==> src/rtl/mb_pkg.sv <==
package mb_pkg;
   localparam int MODE_W = 5;
   localparam int NBANK  = 6;
   localparam int BANK_W = 3;
   localparam logic [MODE_W-1:0] M_USR = 5'h10;
   localparam logic [MODE_W-1:0] M_FIQ = 5'h11;
   localparam logic [MODE_W-1:0] M_IRQ = 5'h12;
   localparam logic [MODE_W-1:0] M_SVC = 5'h13;
   localparam logic [MODE_W-1:0] M_ABT = 5'h17;
   localparam logic [MODE_W-1:0] M_UND = 5'h1B;
   localparam logic [MODE_W-1:0] M_SYS = 5'h1F;
endpackage

==> src/rtl/mb_mode_decode.sv <==
module mb_mode_decode
   import mb_pkg::*;
(
   input  logic [MODE_W-1:0] mode,
   output logic [BANK_W-1:0] bank,
   output logic              valid,
   output logic              is_fiq
);
   always_comb begin
      bank  = '0;
      valid = 1'b1;
      unique case (mode)
         M_USR, M_SYS: bank = 3'd0;
         M_SVC:        bank = 3'd1;
         M_ABT:        bank = 3'd2;
         M_UND:        bank = 3'd3;
         M_IRQ:        bank = 3'd4;
         M_FIQ:        bank = 3'd5;
         default:      valid = 1'b0;
      endcase
      is_fiq = (mode == M_FIQ);
   end
endmodule

==> src/rtl/mb_bank_store.sv <==
module mb_bank_store
   import mb_pkg::*;
#(
   parameter int DW = 32
) (
   input  logic              clk,
   input  logic              rst_n,
   input  logic              save_en,
   input  logic [BANK_W-1:0] save_idx,
   input  logic [DW-1:0]     save_sp,
   input  logic [DW-1:0]     save_lr,
   input  logic [DW-1:0]     save_spsr,
   input  logic [BANK_W-1:0] load_idx,
   output logic [DW-1:0]     load_sp,
   output logic [DW-1:0]     load_lr,
   output logic [DW-1:0]     load_spsr
);
   logic [DW-1:0] sp_r   [NBANK];
   logic [DW-1:0] lr_r   [NBANK];
   logic [DW-1:0] spsr_r [NBANK];

   for (genvar b = 0; b < NBANK; b++) begin : g_bank
      always_ff @(posedge clk or negedge rst_n) begin
         if (!rst_n) begin
            sp_r[b]   <= '0;
            lr_r[b]   <= '0;
            spsr_r[b] <= '0;
         end else if (save_en && save_idx == BANK_W'(b)) begin
            sp_r[b]   <= save_sp;
            lr_r[b]   <= save_lr;
            spsr_r[b] <= save_spsr;
         end
      end
   end

   always_comb begin
      load_sp   = '0;
      load_lr   = '0;
      load_spsr = '0;
      for (int b = 0; b < NBANK; b++) begin
         if (load_idx == BANK_W'(b)) begin
            load_sp   = sp_r[b];
            load_lr   = lr_r[b];
            load_spsr = spsr_r[b];
         end
      end
   end
endmodule

==> src/rtl/mb_fiq_store.sv <==
module mb_fiq_store #(
   parameter int DW  = 32,
   parameter int NLO = 5
) (
   input  logic              clk,
   input  logic              rst_n,
   input  logic              save_usr,
   input  logic              save_fiq,
   input  logic [NLO*DW-1:0] save_data,
   output logic [NLO*DW-1:0] usr_q,
   output logic [NLO*DW-1:0] fiq_q
);
   always_ff @(posedge clk or negedge rst_n) begin
      if (!rst_n) begin
         usr_q <= '0;
         fiq_q <= '0;
      end else begin
         if (save_usr) usr_q <= save_data;
         if (save_fiq) fiq_q <= save_data;
      end
   end
endmodule

==> src/rtl/mb_switch_unit.sv <==
module mb_switch_unit
   import mb_pkg::*;
#(
   parameter int DW  = 32,
   parameter int NLO = 5
) (
   input  logic              clk,
   input  logic              rst_n,
   input  logic              sw_req,
   input  logic [4:0]        new_mode,
   input  logic              wr_en,
   input  logic [2:0]        wr_sel,
   input  logic [DW-1:0]     wr_data,
   output logic [4:0]        cur_mode,
   output logic              sw_done,
   output logic              bad_mode,
   output logic [NLO*DW-1:0] live_lo,
   output logic [DW-1:0]     live_sp,
   output logic [DW-1:0]     live_lr,
   output logic [DW-1:0]     live_spsr
);
   localparam int SEL_SP   = NLO;
   localparam int SEL_LR   = NLO + 1;
   localparam int SEL_SPSR = NLO + 2;

   if (DW < 8)  $error("DW must be at least 8");
   if (NLO != 5) $error("NLO must be 5 so that select codes fit 3 bits");

   logic [BANK_W-1:0] cur_bank, new_bank;
   logic              cur_valid, new_valid, cur_fiq, new_fiq;
   logic [NLO*DW-1:0] eff_lo, usr_lo, fiq_lo;
   logic [DW-1:0]     eff_sp, eff_lr, eff_spsr, ld_sp, ld_lr, ld_spsr;
   logic              accept, same_bank;

   mb_mode_decode u_dec_cur (.mode(cur_mode), .bank(cur_bank), .valid(cur_valid), .is_fiq(cur_fiq));
   mb_mode_decode u_dec_new (.mode(new_mode), .bank(new_bank), .valid(new_valid), .is_fiq(new_fiq));

   // Merge a same-cycle core write before anything is saved.
   for (genvar i = 0; i < NLO; i++) begin : g_eff
      assign eff_lo[i*DW +: DW] = (wr_en && wr_sel == 3'(i)) ? wr_data : live_lo[i*DW +: DW];
   end
   assign eff_sp   = (wr_en && wr_sel == 3'(SEL_SP))   ? wr_data : live_sp;
   assign eff_lr   = (wr_en && wr_sel == 3'(SEL_LR))   ? wr_data : live_lr;
   assign eff_spsr = (wr_en && wr_sel == 3'(SEL_SPSR)) ? wr_data : live_spsr;

   assign accept    = sw_req && new_valid && (new_mode != cur_mode) && cur_valid;
   assign same_bank = (cur_bank == new_bank);

   mb_bank_store #(.DW(DW)) u_banks (
      .clk(clk), .rst_n(rst_n),
      .save_en(accept), .save_idx(cur_bank),
      .save_sp(eff_sp), .save_lr(eff_lr), .save_spsr(eff_spsr),
      .load_idx(new_bank),
      .load_sp(ld_sp), .load_lr(ld_lr), .load_spsr(ld_spsr)
   );

   mb_fiq_store #(.DW(DW), .NLO(NLO)) u_fiq (
      .clk(clk), .rst_n(rst_n),
      .save_usr(accept && new_fiq),
      .save_fiq(accept && cur_fiq),
      .save_data(eff_lo),
      .usr_q(usr_lo), .fiq_q(fiq_lo)
   );

   always_ff @(posedge clk or negedge rst_n) begin
      if (!rst_n) begin
         cur_mode  <= M_SVC;
         sw_done   <= 1'b0;
         bad_mode  <= 1'b0;
         live_lo   <= '0;
         live_sp   <= '0;
         live_lr   <= '0;
         live_spsr <= '0;
      end else begin
         sw_done  <= sw_req && new_valid;
         bad_mode <= sw_req && !new_valid;
         if (accept) begin
            cur_mode  <= new_mode;
            live_sp   <= same_bank ? eff_sp   : ld_sp;
            live_lr   <= same_bank ? eff_lr   : ld_lr;
            live_spsr <= same_bank ? eff_spsr : ld_spsr;
            if (cur_fiq)      live_lo <= usr_lo;
            else if (new_fiq) live_lo <= fiq_lo;
            else              live_lo <= eff_lo;
         end else begin
            live_lo   <= eff_lo;
            live_sp   <= eff_sp;
            live_lr   <= eff_lr;
            live_spsr <= eff_spsr;
         end
      end
   end
endmodule

==> config.mk <==
export PLATFORM = sky130hd
export DESIGN_NAME = mb_switch_unit
export DESIGN_NICKNAME = d
export VERILOG_FILES = /design/src/rtl/mb_pkg.sv /design/src/rtl/mb_mode_decode.sv /design/src/rtl/mb_bank_store.sv /design/src/rtl/mb_fiq_store.sv /design/src/rtl/mb_switch_unit.sv
export SDC_FILE = /design/constraint.sdc
export NUM_CORES = 2
export LEC_CHECK = 0
export ABC_CLOCK_PERIOD_IN_PS = 4150
export CORE_AREA = 2 2 306 308
export DETAILED_ROUTE_END_ITERATION = 16
export DIE_AREA = 0 0 308 310
export DONT_BUFFER_PORTS = 1
export GPL_TIMING_DRIVEN = 0
export PLACE_DENSITY_LB_ADDON = 0.2
export RECOVER_POWER = 100
export SLEW_MARGIN = 20
export SYNTH_ARGS = -nofsm -noshare
export SYNTH_HDL_FRONTEND = slang
export SYNTH_HIERARCHICAL = 1
export SYNTH_SLANG_ARGS = --single-unit
==> constraint.sdc <==
create_clock -name clk -period 4.15 [get_ports clk]
set_clock_uncertainty 0.15 [all_clocks]
set_input_delay 1.0375 -clock clk [delete_from_list [all_inputs] [get_ports clk]]
set_output_delay 1.0375 -clock clk [all_outputs]
set_load 0.05 [all_outputs]
After elaboration in Yosys (flattened, before gate mapping)
Index checks and enable logic that the tools add are counted.
{"block": "totals", "register_bits": 1159, "word_cells": 125}
{"block": "classes", "n_reduce_logical": 26, "n_eq_ne": 33, "muxes": 39}
{"op": "$mux W32", "count": 32}
{"op": "$mux W160", "count": 3}
{"op": "$eq A5 B5 Y1 const B", "count": 14}
{"op": "$pmux W3 S5", "count": 2}
{"op": "$eq A3 B3 Y1 const B", "count": 8}
{"op": "$logic_and A1 B1 Y1", "count": 20}
{"op": "$eq A3 B2 Y1 const B", "count": 6}
{"op": "$reduce_or A7 Y1", "count": 2}
{"op": "$eq A3 B1 Y1 const B", "count": 3}
{"op": "$logic_not A3 Y1", "count": 3}
{"op": "$ne A5 B5 Y1", "count": 1}
{"op": "$eq A3 B3 Y1", "count": 1}
{"op": "$mux W1", "count": 2}
{"op": "$logic_not A1 Y1", "count": 1}

Longest topological paths before layout
{"block": "depth", "ltp_word": 11, "mapped_depth": 13, "mapped_depth_nobuf": 9}

Hierarchy
The synthesis kept the hierarchy.
{"module": "mb_bank_store", "seq_area_each_um2": 14413.8, "cells_per_inst": 1887, "instances": 1, "area_each_um2": 26319.0}
{"module": "mb_switch_unit", "seq_area_each_um2": 6585.1, "cells_per_inst": 1079, "instances": 1, "area_each_um2": 14022.2}
{"module": "mb_fiq_store", "seq_area_each_um2": 8007.7, "cells_per_inst": 676, "instances": 1, "area_each_um2": 12692.2}
{"module": "mb_mode_decode", "seq_area_each_um2": 0.0, "cells_per_inst": 10, "instances": 2, "area_each_um2": 82.6}

Least setup slack after synthesis
No wires, ideal clock.
{"block": "synth_timing", "path_type": "input -> register", "from": "in new_mode[3]", "to": "reg u_banks/lr_r[118] (netlist bit)", "t_arrival_ps": 3438, "n_path_buf": 5, "t_required_ps": 3875, "setup_time_ps": 125, "path_slack_ps": 438, "cell_stages": 13, "path_cell_list": "o2bb2ai_1 -> and2_1 -> and2_2 -> nand2_2 -> a31o_2 -> inv_2 -> buf_2 -> buf_1 -> nor4bb_1 -> buf_2 -> buf_4 -> buf_6 -> mux2_2"}
{"block": "synth_between", "elab_chain_cells": 7}
{"element": "from (decl)", "line_no": "mb_switch_unit.sv:10", "rtl": "input logic [4:0] new_mode,"}
{"element": "$eq A5 B5 Y1", "line_no": "mb_mode_decode.sv:12", "rtl": "unique case (mode)"}
{"element": "$reduce_or A7 Y1 (no line) (*)"}
{"element": "$mux W1 (*)", "line_no": "mb_mode_decode.sv:12"}
{"element": "net new_valid", "line_no": "mb_switch_unit.sv:30", "rtl": "logic cur_valid, new_valid, cur_fiq, new_fiq;"}
{"element": "$logic_and A1 B1 Y1 (*) (3 in series)", "line_no": "mb_switch_unit.sv:46", "rtl": "assign accept = sw_req && new_valid && (new_mode != cur_mode) && cur_valid;"}
{"element": "net accept", "line_no": "mb_switch_unit.sv:33", "rtl": "logic accept, same_bank;"}
{"element": "$logic_and A1 B1 Y1 (*)", "line_no": "mb_bank_store.sv:28", "rtl": "end else if (save_en && save_idx == BANK_W'(b)) begin"}
{"element": "to (signal, indexed assignment)", "line_no": "mb_bank_store.sv:30", "rtl": "lr_r[b] <= save_lr;"}
{"element": "to (decl)", "line_no": "mb_bank_store.sv:19", "rtl": "logic [DW-1:0] lr_r [NBANK];"}
Mark *: on every way through the listed nets, which the timed path passes. The rest lies on a longest branch.
A chain may end at the register's enable or synchronous reset.

Worst setup path in the final report
{"block": "layout_timing", "from": "reg cur_mode[1]", "to": "reg u_banks/spsr_r[61] (netlist bit)"}
{"block": "layout_between", "elab_chain_cells": 5}
{"element": "from (decl)", "line_no": "mb_switch_unit.sv:14", "rtl": "output logic [4:0] cur_mode,"}
{"element": "from (signal assigned)", "line_no": "mb_switch_unit.sv:78", "rtl": "cur_mode <= new_mode;"}
{"element": "$eq A5 B5 Y1", "line_no": "mb_mode_decode.sv:12"}
{"element": "$reduce_or A7 Y1 (no line) (*)"}
{"element": "$mux W1 (*)", "line_no": "mb_mode_decode.sv:12"}
{"element": "net cur_valid", "line_no": "mb_switch_unit.sv:30"}
{"element": "$logic_and A1 B1 Y1 (*)", "line_no": "mb_switch_unit.sv:46"}
{"element": "$logic_and A1 B1 Y1 (*)", "line_no": "mb_bank_store.sv:28"}
{"element": "to (signal, indexed assignment)", "line_no": "mb_bank_store.sv:31", "rtl": "spsr_r[b] <= save_spsr;"}
{"element": "to (decl)", "line_no": "mb_bank_store.sv:20", "rtl": "logic [DW-1:0] spsr_r [NBANK];"}
Marked as above.

==> flow_results.org <==
** Min path
- In this run the worst hold path is classified as primary input to async pin.

** Pwr
- Maximum vdd drop :: 0.0003410 V
- Dividing total power by cell area gives a power density of 478.4 mW/mm2.
- Leakage dissipation :: 27.40 nW
- Power Total :: 28.00 mW

** STA
- Max-slew violations :: 156
- Fin. Hold Viols :: 0
- In this run the tightest slew margin relative to its limit is -0.4880.
- Setup Total Neg Slack :: 0 ns
- Setup repair after global routing missed its margin :: no
- Of the available clock period, the critical path in the final layout requires 0.9684.
- Static timing analysis puts the maximum clock frequency at 248.8 MHz.
- The clock period could shrink to 4.019 ns.
- Setup violations remaining at the end of the flow were counted as 0.
- Transition time of the tightest slew-check pin :: 2.232 ns

** Synthesis
- Number of flops mapped to enable cells by yosys :: 0
- Share of synthesized cell area in full adder, half adder and majority cells :: 0
- After synthesis the cells add up to 0.05320 mm2.
- After technology mapping, the gate count stands at 3,662.
- Fraction of the yosys area taken by sequential cells :: 0.5453
- Mean cell area of the mapped netlist :: 14.53 um2
- Post-synthesis cell type count :: 45
- Post-synth top flop :: sky130_fd_sc_hd__dfrtp_1
- After synthesis, the largest family of logic cells by area is multiplexers.
- Syn_nets :: 3,706
- After synthesis, the share of cell area in mux cells is 0.3183.
- Of the total synthesized cell area, the portion taken by AND, OR, NAND and NOR gates is 0.02693.
- Synthesis inferred 1,159 register bits.
- Share of synthesized registers carrying an async set or reset :: 1.000
- The Yosys step of the flow raised 6 warnings.
- The synthesized-area fraction occupied by ao, oa, aoi and oai cells is 0.07726.
- XOR/XNOR share of the synthesized area :: 0.001976

** Setup path
- The number of buffers and inverters on the critical path is 4.
- Cell with the largest stage delay on the worst path :: sky130_fd_sc_hd__dfstp_2
- Crit Reg-Reg Startpoint :: cur_mode[1]$_DFFE_PN1P_
- The critical path is of the register to register type.
- The worst setup path is captured at a register.
- Critical path, cell by cell :: o2bb2ai_1 -> and2_0 -> nand2_2 -> a31o_2 -> inv_2 -> buf_4 -> nand2_1 -> nor3_4 -> clkbuf_1 -> clkbuf_2 -> mux2_2
- Top fanout value on the critical path :: 24
- Category of cells accounting for the largest share of critical-path delay :: buffers and inverters
- The worst setup path is launched from a register.
- The critical path starts at cur_mode[1]$_DFFE_PN1P_.
- Worst Path Required :: 4.60 ns
- Largest stage delay on the critical path :: 0.79 ns
- Data arrives at the worst endpoint at 4.47 ns.

** Clock tree
- Total clock buffers created by CTS :: 130
- TritonCTS built the clock tree.
- Total clock sinks :: 1,159
- Clock latency on the worst-skew pair, taken at its later pin, is 0.73 ns.
- The tree is rooted in a sky130_fd_sc_hd__clkbuf_16.
- Number of H-tree levels :: 4
- In this run the deepest clock path goes through 3 buffers.
- Clock-pin slew was measured on the worst setup and hold paths at 0.06 ns.

** Die
- Die extent in x :: 308 um
- 307 I/O pins were placed.
- Area of the die :: 0.09548 mm2
- The floorplan step set the die height to 310 um.
- CORE AREA :: 0.09249 mm2
- The initial utilization of the core area, before any placement, comes to 0.5752.
- Row cnt :: 112

** Place
- DPL Wire Length :: 92,920 um
- The congestion estimate from routability-driven global placement came to 0.8040.
- Port Buffers :: 0

** GRT
- In the global route stage, met1 resource usage came out at 0.4128.
- Met2 track demand over resource :: 0.4845
- For met3 alone, demand over resource in global routing was 0.1023.
- The first global-routing pass estimated 220,800 um of wire.
- Entering global routing, the biggest net connects 1,160 pins.
- met2 is the most crowded layer.
- Gr ovfl total :: 0
- Via count of the first global-routing pass :: 33,010
- Antenna violations before repair :: 25
- Total Routing Usage GR :: 0.3143

** Layout
- Layout cells sized above 1 :: 0.3565
- Across the whole layout, storage elements account for 0.02901 mm2.
- Count of filler cells inserted in the layout :: 7,053
- The area growth from synthesis to layout is 10.01%.
- Summing all multi-input logic gate instances after layout gives 0.02198 mm2.
- Net total in the final layout :: 3,849

** Detailed routing
- The count of nets left with antenna violations once routing finished came out at 0.
- In this run, the number of DRC markers left after iteration 0 of detailed routing was 2,589.
- Routed WL :: 150,400 um
- Count of unresolved DRC violations after routing :: 0
- Iteration count of the initial detailed-routing pass :: 5
- The routed layout has 32,430 vias.
- After detailed routing, the average wire length per cell comes to 29.26 um.
- After detailed routing, the number of vias per cell comes to 6.310.

** Outcome
- Violated checks :: capacitance limit, slew limit
- The flow ran to the end, but the final reports show violations.

** Flow run
- Count of maximum capacitance violations :: 1
-- report_power, final --
group	total, mW	switching (mW)	internal, mW
sequential	14.5	2.68	11.8
clock	11.4	4.55	6.81
combinational	2.14	1.17	0.972
total	28.0	8.40	19.6
-- layout make-up --
type | count | area share
sequential | 1159 | 0.4956
tap | 1197 | 0.02559
buffer | 290 | 0.02591
clock inverter | 27 | 0.004939
multi-input combinational | 2210 | 0.3756
inverter | 2 | 0.0001283
timing repair buffer | 12 | 0.003250
clock buffer | 199 | 0.06715
antenna | 43 | 0.001839
-- metal layers --
layer  wire length [um]  share of wire
met4               5565          0.037
met2              69680           0.46
met3              13570          0.090
met5                 13       0.000086
met1              61520           0.41
-- sequential cells by signal, indices dropped and copies added, names as in the netlist --
signal / cells
bad_mode: 1
cur_mode: 5
live_lo: 160
live_lr: 32
live_sp: 32
live_spsr: 32
sw_done: 1
u_banks/lr_r: 192
u_banks/sp_r: 192
u_banks/spsr_r: 192
u_fiq/fiq_q: 160
u_fiq/usr_q: 160
-- through the flow --
| step | cell area, um2 | hold WS [ns] | worst slack, ns | instances | util |
|---|---|---|---|---|---|
| finish | 58520 | 0.1759 | 0.1310 | 5139 | 0.6328 |
| global route | 58450 | 0.2134 | 0.04455 | 5111 | 0.6320 |
| CTS | 58960 | -0.08017 | 0.1647 | 5086 | 0.6374 |
| detailed placement | 54730 | 0.3241 | -1.130 | 4860 | 0.5917 |
| global placement | 54700 | 0.3160 | -1.092 | 4859 | 0.5914 |
| floorplan | 53200 | 0.3074 | 0.4377 | 3662 | - |
-- kinds of logic (layout without fill, tap and decap cells) --
family,count (synthesis),after routing
muxes,1445,1445
DFF,1159,1159
AOI/OAI and AO/OA,517,517
buffers and inverters,293,530
and+or+nand+nor,236,236
xor gates and xnor gates,12,12
other,0,43
-- cells in the mapped netlist, types with 2 or more instances --
cell / instances / area share
sky130_fd_sc_hd__nor2_1: 2 / 0.00014
sky130_fd_sc_hd__o22ai_1: 79 / 0.0093
sky130_fd_sc_hd__nand2b_1: 2 / 0.00024
sky130_fd_sc_hd__mux2i_1: 192 / 0.036
sky130_fd_sc_hd__o221ai_1: 96 / 0.016
sky130_fd_sc_hd__o21a_1: 96 / 0.014
sky130_fd_sc_hd__and2_1: 3 / 0.00035
sky130_fd_sc_hd__xnor2_1: 6 / 0.00099
sky130_fd_sc_hd__mux2_1: 90 / 0.019
sky130_fd_sc_hd__nor2b_1: 2 / 0.00024
sky130_fd_sc_hd__buf_4: 20 / 0.0028
sky130_fd_sc_hd__nand2_1: 101 / 0.0071
sky130_fd_sc_hd__nor3b_2: 4 / 0.00094
sky130_fd_sc_hd__buf_6: 37 / 0.0078
sky130_fd_sc_hd__a2bb2oi_1: 79 / 0.013
sky130_fd_sc_hd__dfrtp_1: 1156 / 0.54
sky130_fd_sc_hd__clkbuf_1: 93 / 0.0066
sky130_fd_sc_hd__a22oi_1: 80 / 0.011
sky130_fd_sc_hd__buf_1: 14 / 0.00099
sky130_fd_sc_hd__dfstp_2: 3 / 0.0015
sky130_fd_sc_hd__o2bb2ai_1: 83 / 0.014
sky130_fd_sc_hd__and2b_1: 2 / 0.00028
sky130_fd_sc_hd__xor2_1: 6 / 0.00099
sky130_fd_sc_hd__nor3_2: 3 / 0.00056
sky130_fd_sc_hd__inv_2: 2 / 0.00014
sky130_fd_sc_hd__nor4_1: 2 / 0.00024
sky130_fd_sc_hd__nand4b_1: 5 / 0.00082
sky130_fd_sc_hd__buf_2: 127 / 0.012
sky130_fd_sc_hd__nor4bb_1: 2 / 0.00038
sky130_fd_sc_hd__nor4b_2: 2 / 0.00056
sky130_fd_sc_hd__mux2_2: 923 / 0.20
sky130_fd_sc_hd__nand3b_1: 96 / 0.014
sky130_fd_sc_hd__mux2_4: 240 / 0.068
sky130_fd_sc_hd__nor3_1: 3 / 0.00028
-- cells in the final DEF, fill, tap and decap left out, types with 52 or more instances in the layout --
master,synthesis,routed
sky130_fd_sc_hd__o21a_1,96,96
sky130_fd_sc_hd__mux2_1,90,256
sky130_fd_sc_hd__clkbuf_16,0,136
sky130_fd_sc_hd__dfrtp_1,1156,1156
sky130_fd_sc_hd__buf_2,127,71
sky130_fd_sc_hd__mux2_2,923,922
sky130_fd_sc_hd__mux2i_1,192,192
sky130_fd_sc_hd__o22ai_1,79,79
sky130_fd_sc_hd__nand3b_1,96,96
sky130_fd_sc_hd__clkbuf_2,0,52
sky130_fd_sc_hd__a2bb2oi_1,79,79
sky130_fd_sc_hd__clkbuf_1,93,145
sky130_fd_sc_hd__a22oi_1,80,80
sky130_fd_sc_hd__o2bb2ai_1,83,83
sky130_fd_sc_hd__nand2_1,101,101
sky130_fd_sc_hd__mux2_4,240,75
sky130_fd_sc_hd__o221ai_1,96,96
-- worst paths after layout --
check | end | slack, ns | depth (start not counted)
worst max-delay path | u_banks/spsr_r[61]$_DFFE_PN0P_ | 0.13 | 11
worst min-delay path | u_fiq/fiq_q[111]$_DFFE_PN0P_ | 0.18 | 1
worst max register to register | u_banks/spsr_r[61]$_DFFE_PN0P_ | 0.13 | 11
worst min register to register | u_banks/spsr_r[181]$_DFFE_PN0P_ | 0.33 | 1
max in group asynchronous | u_banks/lr_r[155]$_DFFE_PN0P_ | 0.55 | 3
min in group clk | cur_mode[3]$_DFFE_PN0P_ | 0.31 | 1
-- repair_timing --
| item | CTS | global route |
|---|---|---|
| gates resized for setup | 2 | 0 |
| setup buffers | 1 | 2 |
| endpoints found under the hold margin | 580 | 3 |
| endpoints found under the setup margin | 576 | 6 |
| pin swaps | 1 | 1 |
| gates cloned | 0 | 0 |
Note: power is estimated with default switching activity, not from simulation.
